===== src/rtl/lun_resolver.sv =====
module lun_resolver #(
  parameter int ENTRIES = 16,
  parameter int ID_W    = 20,
  parameter int DEV_W   = 12,
  parameter int LUN_W   = 12,
  parameter int PRIV_W  = 4,
  parameter logic [ID_W-1:0] RET0_ID  = 20'h00001,
  parameter logic [ID_W-1:0] RETM1_ID = 20'h00002,
  localparam int XLEN  = ID_W + DEV_W,
  localparam int IDX_W = $clog2(ENTRIES),
  localparam int PAY_W = XLEN - LUN_W
) (
  input  logic              clk,
  input  logic              rst_n,
  input  logic              cfg_we,
  input  logic [IDX_W-1:0]  cfg_idx,
  input  logic              cfg_valid,
  input  logic [ID_W-1:0]   cfg_ifid,
  input  logic [DEV_W-1:0]  cfg_dev,
  input  logic [PRIV_W-1:0] cfg_privmask,
  input  logic [LUN_W-1:0]  cfg_lun,
  input  logic              req_vld,
  input  logic [XLEN-1:0]   req_sel,
  input  logic [XLEN-1:0]   req_data,
  input  logic [PRIV_W-1:0] req_priv,
  output logic              rsp_vld,
  output logic [XLEN-1:0]   rsp_word
);

  logic              tv    [ENTRIES];
  logic [ID_W-1:0]   tid   [ENTRIES];
  logic [DEV_W-1:0]  tdev  [ENTRIES];
  logic [PRIV_W-1:0] tmask [ENTRIES];
  logic [LUN_W-1:0]  tlun  [ENTRIES];

  always_ff @(posedge clk) begin
    if (!rst_n) begin
      for (int i = 0; i < ENTRIES; i++) begin
        tv[i]    <= 1'b0;
        tid[i]   <= '0;
        tdev[i]  <= '0;
        tmask[i] <= '0;
        tlun[i]  <= '0;
      end
      tv[0]    <= 1'b1;
      tid[0]   <= RET0_ID;
      tmask[0] <= '1;
      tlun[0]  <= LUN_W'(1);
      tv[1]    <= 1'b1;
      tid[1]   <= RETM1_ID;
      tmask[1] <= '1;
      tlun[1]  <= LUN_W'(2);
    end else if (cfg_we) begin
      tv[cfg_idx]    <= cfg_valid;
      tid[cfg_idx]   <= cfg_ifid;
      tdev[cfg_idx]  <= cfg_dev;
      tmask[cfg_idx] <= cfg_privmask;
      tlun[cfg_idx]  <= cfg_lun;
    end
  end

  logic [ENTRIES-1:0] hit;
  for (genvar g = 0; g < ENTRIES; g++) begin : g_cmp
    assign hit[g] = tv[g] && (tid[g] == req_sel[XLEN-1:DEV_W])
                    && (tdev[g] == req_sel[DEV_W-1:0])
                    && |(tmask[g] & req_priv);
  end

  logic [LUN_W-1:0] found_lun;
  always_comb begin
    found_lun = '0;
    for (int i = ENTRIES-1; i >= 0; i--)
      if (hit[i]) found_lun = tlun[i];
    if (!$onehot(req_priv)) found_lun = '0;
  end

  always_ff @(posedge clk) begin
    if (!rst_n) begin
      rsp_vld  <= 1'b0;
      rsp_word <= '0;
    end else begin
      rsp_vld <= req_vld;
      if (req_vld) rsp_word <= {req_data[PAY_W-1:0], found_lun};
    end
  end

  logic unused_hi;
  assign unused_hi = ^req_data[XLEN-1:PAY_W];

endmodule


===== config.mk =====
export PLATFORM = sky130hd
export DESIGN_NAME = lun_resolver
export DESIGN_NICKNAME = d
export VERILOG_FILES = /design/src/rtl/lun_resolver.sv
export SDC_FILE = /design/constraint.sdc
export NUM_CORES = 1
export LEC_CHECK = 0
export BUFFER_PORTS_ARGS = -buffer_cell sky130_fd_sc_hd__buf_2
export CORE_MARGIN = 3
export CORE_UTILIZATION = 47
export CTS_BUF_LIST = sky130_fd_sc_hd__clkbuf_4
export DETAILED_ROUTE_END_ITERATION = 16
export PLACE_DENSITY_LB_ADDON = 0.08
export SLEW_MARGIN = 10
export SYNTH_ARGS = -nofsm -noshare
export SYNTH_HDL_FRONTEND = slang
export SYNTH_SLANG_ARGS = --single-unit

===== constraint.sdc =====
create_clock -name clk -period 13.16 [get_ports clk]
set_input_delay 1.316 -clock clk [delete_from_list [all_inputs] [get_ports clk]]
set_output_delay 1.316 -clock clk [all_outputs]
set_load 0.005 [all_outputs]

==> insert_results.sql <==
INSERT INTO impl_metrics (metric_group, metric, value, unit) VALUES
('outcome', 'status', 'completed', ''),
('clocking', 'cts_tree', 'built', ''),
('yosys', 'synth_enable_flop_cells', '768', ''),
('critical_path', 'worstPathArrival', '5060', 'ps'),
('global_routing', 'antenna_found_initial', '25', ''),
('route', 'detail_route.wl_per_cell', '28.30', 'um'),
('clocking', 'post_cts.resized_instances', '0', ''),
('yosys', 'synthDominantAreaCellType', 'edfxtp_1', ''),
('pwr', 'power.leakage', '16.30', 'nW'),
('critical_path', 'criticalPathCategory', 'in -> reg', ''),
('yosys', 'synthArstFlopShare', '0', '%'),
('yosys', 'synth_top_family_by_area', 'simple AND/OR/NAND/NOR gates', ''),
('flow_run', 'drv.max_cap_violation_count', '0', ''),
('placed_design', 'portBuffers', '145', ''),
('yosys', 'synth_compound_gate_area_share', '3.636', '%'),
('hold_path', 'min_delay_path_depth', '2', ''),
('placed_design', 'detailedPlacementHpwl', '76.51', 'mm'),
('critical_path', 'reg2reg_setup_slack', '9540', 'ps'),
('critical_path', 'end_kind', 'flip-flop', ''),
('clocking', 'htree_levels', '4', ''),
('route', 'antenna_left', '0', ''),
('yosys', 'yosys_warnings', '0', ''),
('placed_design', 'place_area', '41710', 'sq um'),
('critical_path', 'reg2reg_depth', '8', ''),
('critical_path', 'crit-reg2reg-launch', 'tdev[2][3]', ''),
('hold_path', 'holdPathEnd', 'tv[4]', ''),
('yosys', 'ys_seq_area_share', '60.18', '%'),
('route', 'routed_wl', '133.6', 'mm'),
('clocking', 'clk-insertion-delay-late', '1060', 'ps'),
('pwr', 'clkPwrFrac', '39.0', '%'),
('floorplan', 'die_width', '297.6', 'um'),
('floorplan', 'initial_core_util', '47.59', '%'),
('clocking', 'cts_buffer_depth', '3', ''),
('clocking', 'numCtsBuffers', '213', ''),
('pwr', 'intPower', '0.004367', 'W'),
('sta', 'finalHoldWorstSlack', '461.4', 'ps'),
('route', 'drtIter0Drc', '3361', ''),
('sta', 'period_needed', '4183', 'ps'),
('floorplan', 'row_count', '106', ''),
('route', 'vias_per_cell', '5.799', ''),
('route', 'dr.pass1.iters', '5', ''),
('yosys', 'synthesized_instance_count', '3242', ''),
('global_routing', 'total_gr_overflow', '0', ''),
('critical_path', 'cpPeakStageDelay', '810', 'ps'),
('yosys', 'yosys_register_bits', '817', ''),
('yosys', 'ys_top_cells_by_area', 'edfxtp_1, and2_1, xnor2_1', ''),
('yosys', 'synthesis.nets', '3370', ''),
('clocking', 'cts.reportedPaths.clkPinSlew', '60', 'ps'),
('floorplan', 'top_level_ports', '158', ''),
('layout', 'fin_nets', '3539', ''),
('sta', 'grt_setup_unrepaired', 'no', ''),
('layout', 'area_delta_synth_final', '11.53', '%'),
('layout', 'final_design_area_no_fill', '44560', 'sq um'),
('sta', 'worst_slew_margin_rel', '21.00', '%'),
('yosys', 'yosysTopAreaCellShare', '57.72', '%'),
('critical_path', 'timing.rr.end', 'rsp_word[7]', ''),
('sta', 'setup-tns-final', '0', 'ps'),
('critical_path', 'critical-path-top-delay-family', 'compound AO/OA/AOI/OAI gates', ''),
('sta', 'fmaxAchievable', '239.1', 'MHz'),
('hold_path', 'hold_start', 'tv[4]', ''),
('floorplan', 'design.core.area', '83950', 'sq um'),
('yosys', 'yosys.area_share.adder', '0.1127', '%'),
('placed_design', 'gpl.final_weighted_congestion', '0.8956', ''),
('global_routing', 'grt_max_degree', '86', ''),
('floorplan', 'die_area', '88540', 'sq um'),
('hold_path', 'holdCritPathClass', 'reg -> reg', ''),
('clocking', 'post-cts-setup-buffer-count', '0', ''),
('pwr', 'power.switching', '0.001504', 'W'),
('global_routing', 'number_of_global_route_vias_before_repair', '26850', ''),
('yosys', 'mean_area_per_synthesized_cell', '12.32', 'sq um'),
('clocking', 'postCtsHoldBufs', '0', '');
## worst min-delay path, delay by kind of cell, from the launching register on
| family | cells | cell delay [ps] |
|---|---|---|
| and+or+nand+nor | 1 | 50 |
| AOI/OAI and AO/OA | 1 | 60 |
| DFF | 1 | 310 |
## metrics by stage
stage / instances / total power [W] / setup WS [ps] / utilization [%]
2_1_floorplan: 3242 / 0.003403 / 7342 / -
3_3_place_gp: 4330 / 0.003614 / 8117 / 49.68
3_5_place_dp: 4330 / 0.003626 / 8038 / 49.68
4_1_cts: 4710 / 0.005903 / 9190 / 53.04
5_1_grt: 4718 / 0.006094 / 8940 / 53.06
6_report: 4723 / 0.005871 / 8977 / 53.07
## cell usage after synthesis (37+ instances only)
cell type / count
and3_1: 101
edfxtp_1: 768
and2_1: 675
dfxtp_1: 49
nand2_1: 86
nor3_1: 37
inv_1: 49
nor2_1: 57
clkbuf_1: 178
mux2i_1: 44
nor4_1: 96
buf_2: 62
nand3_1: 52
o21ai_0: 53
xor2_1: 169
nand4_1: 156
xnor2_1: 341
## registers in the layout (all words and copies together) (netlist names)
register / flops
tdev: 192
tid: 320
rsp_word: 32
rsp_vld: 1
tmask: 64
tlun: 192
tv: 16
## area by class of cell
type,instances,area [sq um]
inverter,49,183.9
tap,1134,1419
antenna,13,32.53
fill,7309,39400
timing repair buffer,210,1216
multi-input combinational,2120,14840
clock inverter,38,252.7
sequential,817,24040
clock buffer,342,2567
## worst max path at each step
stage | from | endpoint | cells past startpoint
global placement | req_sel[6] | rsp_word[9] | 9
CTS | req_sel[21] | rsp_word[8] | 9
detailed placement | req_sel[21] | rsp_word[8] | 9
global route | req_sel[6] | rsp_word[8] | 9
floorplan | cfg_idx[3] | tdev[3][0] | 3
finish | req_sel[21] | rsp_word[8] | 9
## logic make-up after synthesis
kind of cell / count (synthesis)
compound gates: 195
fa+ha+maj: 3
flops: 817
xor+xnor: 510
simple gates: 1358
mux: 54
buf+inv: 305
## metal layers
| layer | vias to the layer above | share of wire, % | track usage, % |
|---|---|---|---|
| met5 | - | 0.0097 | 0 |
| met4 | 2 | 3.5 | 12.20 |
| met3 | 290 | 11 | 6.612 |
| met2 | 1512 | 46 | 46.75 |
| met1 | 13630 | 40 | 40.41 |
| li1 | 11960 | - | - |
## cell usage in the layout, fill, tap and decap left out, types with 12 or more instances in the layout
| cell type | Yosys | final |
|---|---|---|
| a21o_1 | 22 | 22 |
| a22oi_1 | 14 | 14 |
| a31oi_1 | 12 | 12 |
| and2_1 | 675 | 675 |
| and3_1 | 101 | 101 |
| buf_2 | 62 | 144 |
| buf_4 | 7 | 66 |
| clkbuf_4 | 0 | 342 |
| clkinv_1 | 0 | 25 |
| dfxtp_1 | 49 | 49 |
| diode_2 | 0 | 13 |
| edfxtp_1 | 768 | 768 |
| inv_1 | 49 | 49 |
| mux2i_1 | 44 | 44 |
| nand2_1 | 86 | 85 |
| nand2b_1 | 19 | 15 |
| nand3_1 | 52 | 52 |
| nand3b_1 | 12 | 12 |
| nand4_1 | 156 | 156 |
| nor2_1 | 57 | 45 |
| nor2_2 | 0 | 12 |
| nor2b_1 | 27 | 26 |
| nor3_1 | 37 | 32 |
| nor3b_1 | 12 | 12 |
| nor4_1 | 96 | 93 |
| o21a_1 | 13 | 13 |
| o21ai_0 | 53 | 42 |
| xnor2_1 | 341 | 341 |
| xor2_1 | 169 | 169 |
## power by group through the flow
| stage | logic, W | clock network, W | registers (W) |
|---|---|---|---|
| 3_5_place_dp | 0.000529 | 0 | 0.00310 |
| 2_1_floorplan | 0.000309 | 0 | 0.00309 |
| 6_report | 0.000539 | 0.00229 | 0.00304 |
| 5_1_grt | 0.000566 | 0.00248 | 0.00305 |
| 3_3_place_gp | 0.000524 | 0 | 0.00309 |
| 4_1_cts | 0.000532 | 0.00233 | 0.00304 |
(Power assumes the default switching activity.)
